## src/rtl/seg_pkg.sv

```systemverilog
package seg_pkg;
  localparam int AW = 32;

  typedef enum logic [1:0] {
    PRIV_KERN = 2'd0,
    PRIV_SUP  = 2'd1,
    PRIV_USER = 2'd2,
    PRIV_RSVD = 2'd3
  } priv_e;

  typedef enum logic [1:0] {
    TLB_HIT     = 2'd0,
    TLB_MISS    = 2'd1,
    TLB_INVALID = 2'd2,
    TLB_CLEAN   = 2'd3
  } tlb_res_e;

  localparam logic [4:0] EXC_NONE   = 5'd0;
  localparam logic [4:0] EXC_MODIFY = 5'd1;
  localparam logic [4:0] EXC_TLB_LD = 5'd2;
  localparam logic [4:0] EXC_TLB_ST = 5'd3;
  localparam logic [4:0] EXC_ADR_LD = 5'd4;
  localparam logic [4:0] EXC_ADR_ST = 5'd5;
endpackage

```

## src/rtl/seg_decode.sv

```systemverilog
module seg_decode
  import seg_pkg::*;
(
  input  logic [AW-1:0] vaddr,
  input  priv_e         mode,
  input  logic          err_level,
  output logic          allowed,
  output logic          mapped,
  output logic [AW-1:0] paddr_unm
);
  logic is_kern, is_sup;

  always_comb begin
    is_kern = (mode == PRIV_KERN);
    is_sup  = (mode == PRIV_SUP);
    allowed   = 1'b0;
    mapped    = 1'b0;
    paddr_unm = '0;
    if (!vaddr[AW-1]) begin
      allowed = 1'b1;
      mapped  = !err_level;
      if (err_level) paddr_unm = vaddr;
    end else begin
      unique case (vaddr[AW-2:AW-3])
        2'b00, 2'b01: begin
          allowed   = is_kern;
          mapped    = 1'b0;
          paddr_unm = {3'b000, vaddr[AW-4:0]};
        end
        2'b10: begin
          allowed = is_kern || is_sup;
          mapped  = 1'b1;
        end
        default: begin
          allowed = is_kern;
          mapped  = 1'b1;
        end
      endcase
    end
  end
endmodule

```

## src/rtl/fault_encode.sv

```systemverilog
module fault_encode
  import seg_pkg::*;
(
  input  logic     allowed,
  input  logic     mapped,
  input  logic     is_store,
  input  tlb_res_e tlb_res,
  output logic     fault,
  output logic [4:0] exc_code,
  output logic     refill
);
  always_comb begin
    fault    = 1'b0;
    exc_code = EXC_NONE;
    refill   = 1'b0;
    if (!allowed) begin
      fault    = 1'b1;
      exc_code = is_store ? EXC_ADR_ST : EXC_ADR_LD;
    end else if (mapped) begin
      unique case (tlb_res)
        TLB_MISS, TLB_INVALID: begin
          fault    = 1'b1;
          exc_code = is_store ? EXC_TLB_ST : EXC_TLB_LD;
          refill   = (tlb_res == TLB_MISS);
        end
        TLB_CLEAN: begin
          fault    = 1'b1;
          exc_code = EXC_MODIFY;
        end
        default: ;
      endcase
    end
  end
endmodule

```

## src/rtl/fault_regs.sv

```systemverilog
module fault_regs
  import seg_pkg::*;
#(
  parameter int ASID_W    = 8,
  parameter int PAGE_BITS = 12
) (
  input  logic              clk,
  input  logic              rst_n,
  input  logic              capture,
  input  logic [AW-1:0]     vaddr,
  input  logic [ASID_W-1:0] asid,
  output logic [AW-1:0]     badaddr_q,
  output logic [AW-1:0]     context_q,
  output logic [AW-1:0]     entryhi_q
);
  localparam int VPN2_LSB = PAGE_BITS + 1;
  localparam int VPN2_W   = AW - VPN2_LSB;
  localparam int CTX_LO   = 4;
  localparam int CTX_HI   = CTX_LO + VPN2_W - 1;
  localparam int GAP_W    = VPN2_LSB - ASID_W;

  always_ff @(posedge clk or negedge rst_n) begin
    if (!rst_n) begin
      badaddr_q <= '0;
      context_q <= '0;
      entryhi_q <= '0;
    end else if (capture) begin
      badaddr_q <= vaddr;
      context_q <= {context_q[AW-1:CTX_HI+1], vaddr[AW-1:VPN2_LSB],
                    context_q[CTX_LO-1:0]};
      entryhi_q <= {vaddr[AW-1:VPN2_LSB], {GAP_W{1'b0}}, asid};
    end
  end

  a_r9_badaddr: assert property (@(posedge clk) disable iff (!rst_n)
    capture |=> badaddr_q == $past(vaddr));
  a_r9_entryhi_asid: assert property (@(posedge clk) disable iff (!rst_n)
    capture |=> entryhi_q[ASID_W-1:0] == $past(asid));
  a_r9_ctx_kept: assert property (@(posedge clk) disable iff (!rst_n)
    capture |=> context_q[CTX_LO-1:0] == $past(context_q[CTX_LO-1:0]));
  a_r10_hold: assert property (@(posedge clk) disable iff (!rst_n)
    !capture |=> $stable(badaddr_q) && $stable(context_q) && $stable(entryhi_q));
endmodule

```

## src/rtl/addr_seg_xlate.sv

```systemverilog
module addr_seg_xlate
  import seg_pkg::*;
#(
  parameter int ASID_W    = 8,
  parameter int PAGE_BITS = 12
) (
  input  logic              clk,
  input  logic              rst_n,
  input  logic [31:0]       vaddr,
  input  logic              is_store,
  input  logic [1:0]        priv_mode,
  input  logic              err_level,
  input  logic [1:0]        tlb_res,
  input  logic [ASID_W-1:0] asid,
  input  logic              commit,
  output logic              need_tlb,
  output logic              pa_valid,
  output logic [31:0]       paddr,
  output logic              fault,
  output logic [4:0]        exc_code,
  output logic              refill,
  output logic [31:0]       badaddr_q,
  output logic [31:0]       context_q,
  output logic [31:0]       entryhi_q
);
  logic          allowed, mapped;
  logic [AW-1:0] paddr_unm;

  seg_decode u_dec (
    .vaddr     (vaddr),
    .mode      (priv_e'(priv_mode)),
    .err_level (err_level),
    .allowed   (allowed),
    .mapped    (mapped),
    .paddr_unm (paddr_unm)
  );

  fault_encode u_enc (
    .allowed  (allowed),
    .mapped   (mapped),
    .is_store (is_store),
    .tlb_res  (tlb_res_e'(tlb_res)),
    .fault    (fault),
    .exc_code (exc_code),
    .refill   (refill)
  );

  assign need_tlb = allowed && mapped;
  assign pa_valid = allowed && !mapped;
  assign paddr    = pa_valid ? paddr_unm : '0;

  fault_regs #(.ASID_W(ASID_W), .PAGE_BITS(PAGE_BITS)) u_regs (
    .clk       (clk),
    .rst_n     (rst_n),
    .capture   (commit && fault),
    .vaddr     (vaddr),
    .asid      (asid),
    .badaddr_q (badaddr_q),
    .context_q (context_q),
    .entryhi_q (entryhi_q)
  );

  a_r8_exclusive: assert property (@(posedge clk) disable iff (!rst_n)
    !(need_tlb && pa_valid));
  a_r3_direct: assert property (@(posedge clk) disable iff (!rst_n)
    (vaddr[31:30] == 2'b10 && priv_mode == 2'd0) |->
      (pa_valid && paddr[31:29] == 3'b000 && paddr[28:0] == vaddr[28:0]));
  a_r5_user_high: assert property (@(posedge clk) disable iff (!rst_n)
    (vaddr[31] && priv_mode[1]) |->
      (fault && !need_tlb && exc_code == (is_store ? 5'd5 : 5'd4)));
  a_r7_refill: assert property (@(posedge clk) disable iff (!rst_n)
    refill |-> (fault && need_tlb && tlb_res == 2'd1));
endmodule

```

## config.mk

```make
export PLATFORM = sky130hd
export DESIGN_NAME = addr_seg_xlate
export DESIGN_NICKNAME = d
export VERILOG_FILES = /design/src/rtl/seg_pkg.sv /design/src/rtl/seg_decode.sv /design/src/rtl/fault_encode.sv /design/src/rtl/fault_regs.sv /design/src/rtl/addr_seg_xlate.sv
export SDC_FILE = /design/constraint.sdc
export NUM_CORES = 1
export LEC_CHECK = 0
export BUFFER_PORTS_ARGS = -buffer_cell sky130_fd_sc_hd__buf_2
export CAP_MARGIN = 40
export CORE_ASPECT_RATIO = 0.6
export CORE_MARGIN = 10
export CORE_UTILIZATION = 44
export CTS_BUF_LIST = sky130_fd_sc_hd__clkbuf_4 sky130_fd_sc_hd__clkbuf_8 sky130_fd_sc_hd__clkbuf_16
export DETAILED_ROUTE_END_ITERATION = 10
export PLACE_DENSITY_LB_ADDON = 0.05
export REMOVE_ABC_BUFFERS = 1
export SYNTH_ARGS = -nofsm -noshare
export SYNTH_HDL_FRONTEND = slang
export SYNTH_SLANG_ARGS = --single-unit
```

## constraint.sdc

```tcl
create_clock -name clk -period 2.5 [get_ports clk]
set_clock_uncertainty 0.05 [all_clocks]
set_input_delay 0.5 -clock clk [delete_from_list [all_inputs] [get_ports clk]]
set_output_delay 0.5 -clock clk [all_outputs]
set_load 0.01 [all_outputs]
```

==> results.toml <==
[run_status]
outcome = "completed"

[detailed_routing]
via_count = 1732
drt_wl_total_um = 6500
vias_per_cell = 4.17
drtIter0Drc = 55
antenna_left = 0
detail_route.wl_per_cell_um = 15.7
drc_errors = 0
dr.pass1.iters = 4

[clock_tree]
cts_setup_buffers = 0
clk_pin_slew_ns = 0.07
htree_levels = 2
post_cts_resized = 0
cts-root-buf = "clkbuf_8"
cts_inserted_buffers = 5
clk_latency_ns = 0.28
cts_tree = "done"
clockBufferDepth = 2
postCtsHoldBufs = 0
clock-sinks = 40

[critical_path]
cp_common_cell = "buf_2"
arrival_ns = 1.46
start_kind = "input pin"
cp_cell_sequence = "buf_2 > nor3_1 > a21oi_2 > buf_4 > nor2b_1 > buf_2"
slowest_delay_ns = 0.24
crit_fanout = 30
cp_top_family = "buffers and inverters"
critical_path_buf_inv_count = 3
crit_path_end_kind = "output pin"
critPathSlowestCell = "buf_4"
cp_data_required_time_ns = 1.95
critPathKind = "in -> out"

[pwr]
powerDensity_nw_per_um2 = 673
ir_drop_mv = 0.237
p_total_uw = 2100
power.leakage_uw = 0.00181

[synthesis]
async_flop_share_pct = 100
synth_top_family_by_area = "multiplexers"
syn_inst = 205
ys_seq_area_share_pct = 39.7
synth-edff-count = 0
synth-simple-area-share_pct = 10.5
synth.cell_area_um2 = 2520
synth_compound_area_share_pct = 2.43
ys_types = 23
synth-xor-area-share_pct = 0
synth-adder-area-share_pct = 1.49
synthFlopType = "dfrtp_1"
muxShareOfSynthArea_pct = 23.8
ys.warnings.count = 0
synth.ff_latch_count = 40
syn_avg_cell_area_um2 = 12.3

[final_layout]
multi_input_area_um2 = 1050
final_common_cell = "buf_2"
antenna_cells_inserted = 0
area_growth_syn_to_layout_pct = 24.0
final_net_count = 386
layout_common_cells = "164 x buf_2, 40 x mux2_4, 40 x dfrtp_1, 32 x nor2b_1, 21 x conb_1"
seq_area_um2 = 1000
fill_cells = 493
drive_gt1_share_pct = 66.3
final_cells = 415

[timing]
rsz0062_at_grt = "no"
worst_pin_slew_ns = 0.607
relSlewSlack_pct = 59.6
worst_slack_ns = 0.488
max_freq_mhz = 497
drv_slew = 0
tns_ns = 0
holdWs_ns = 0.178
period_minus_slack_ns = 2.01
timing.final.crit_share_pct = 80.5
hold_viol = 0
setup_viol = 0

[global_routing]
grt_use_total_pct = 13.3
antenna_found_initial = 1
grt_overflow = 0
grt_pass1_wl_um = 10200
grt_max_degree = 41
grt_pass1_vias = 1906

[place]
place_congestion = 0.731
pre_cts_slack_ns = 0.475
hpwl_um = 5290
port_buffers = 164
dp.cells = 407

[floorplanning]
coreArea_um2 = 5570
die_w_um = 118
die_y_um = 78.6
rows = 21
start_util_pct = 45.3
io_pins = 186
die-area_um2 = 9260

[run]
drv_cap = 0

[hold_path]
hold_path.class = "in -> async"
-- report_power, final --
part / leakage [µW] / internal [µW] / total [µW] / switching [µW]
Sequential: 0.000469 / 769 / 858 / 88.4
Combinational: 0.00129 / 410 / 800 / 390
Clock: 0.0000523 / 247 / 445 / 199
-- synth_stat cells (2+ instances only) --
cell type / n / area [µm²]
ha_1: 3 / 37.5
buf_4: 59 / 443
a21oi_1: 2 / 10.0
and2_1: 2 / 12.5
clkbuf_1: 3 / 11.3
buf_12: 4 / 80.1
dfrtp_1: 40 / 1000
nor2_1: 2 / 7.51
mux2_4: 40 / 601
nor2b_1: 32 / 200
inv_1: 5 / 18.8
nand2_1: 2 / 7.51
-- final timing paths --
kind	slack [ns]	cells after the start	startpoint	endpoint
max	0.49	6	vaddr[30]	paddr[25]
min	0.18	1	rst_n	u_regs.context_q[12]
max reg2reg	1.66	1	u_regs.context_q[14]	u_regs.context_q[14]
min reg2reg	0.45	1	u_regs.badaddr_q[7]	u_regs.badaddr_q[7]
max in group asynchronous	1.65	2	rst_n	u_regs.badaddr_q[8]
min in group clk	0.40	2	asid[1]	u_regs.entryhi_q[1]
-- sequential cells by signal, indices dropped and copies added (netlist names) --
signal	cells
u_regs.context_q	19
u_regs.badaddr_q	13
u_regs.entryhi_q	8
-- area by class of cell --
| type | instances | area share [%] |
|---|---|---|
| Multi-Input combinational cell | 114 | 33.5 |
| Tap cell | 80 | 3.20 |
| Sequential cell | 40 | 32.0 |
| Clock buffer | 8 | 3.12 |
| Inverter | 5 | 0.600 |
| Timing Repair Buffer | 168 | 27.6 |
-- logic make-up after synthesis --
kind of cell / Yosys count
mux: 40
other cells: 1
simple gates: 43
compound gates: 7
flops: 40
fa+ha+maj: 3
buf+inv: 71
-- metrics by stage --
step	cell area [µm²]	util (%)
after CTS	3130	56.1
after detailed placement	3030	54.4
after global routing	3130	56.1
final	3130	56.1
after floorplan	2060	-
after global placement	3030	54.4
-- layer usage --
layer,wire (µm),global-route usage (%),vias to the layer above,part of all wire (%)
li1,-,-,838,-
met2,2790,20.5,111,43
met4,29,2.95,0,0.45
met5,0,0,-,0
met3,749,6.93,2,12
met1,2930,16.2,781,45
(Power assumes the default switching activity.)
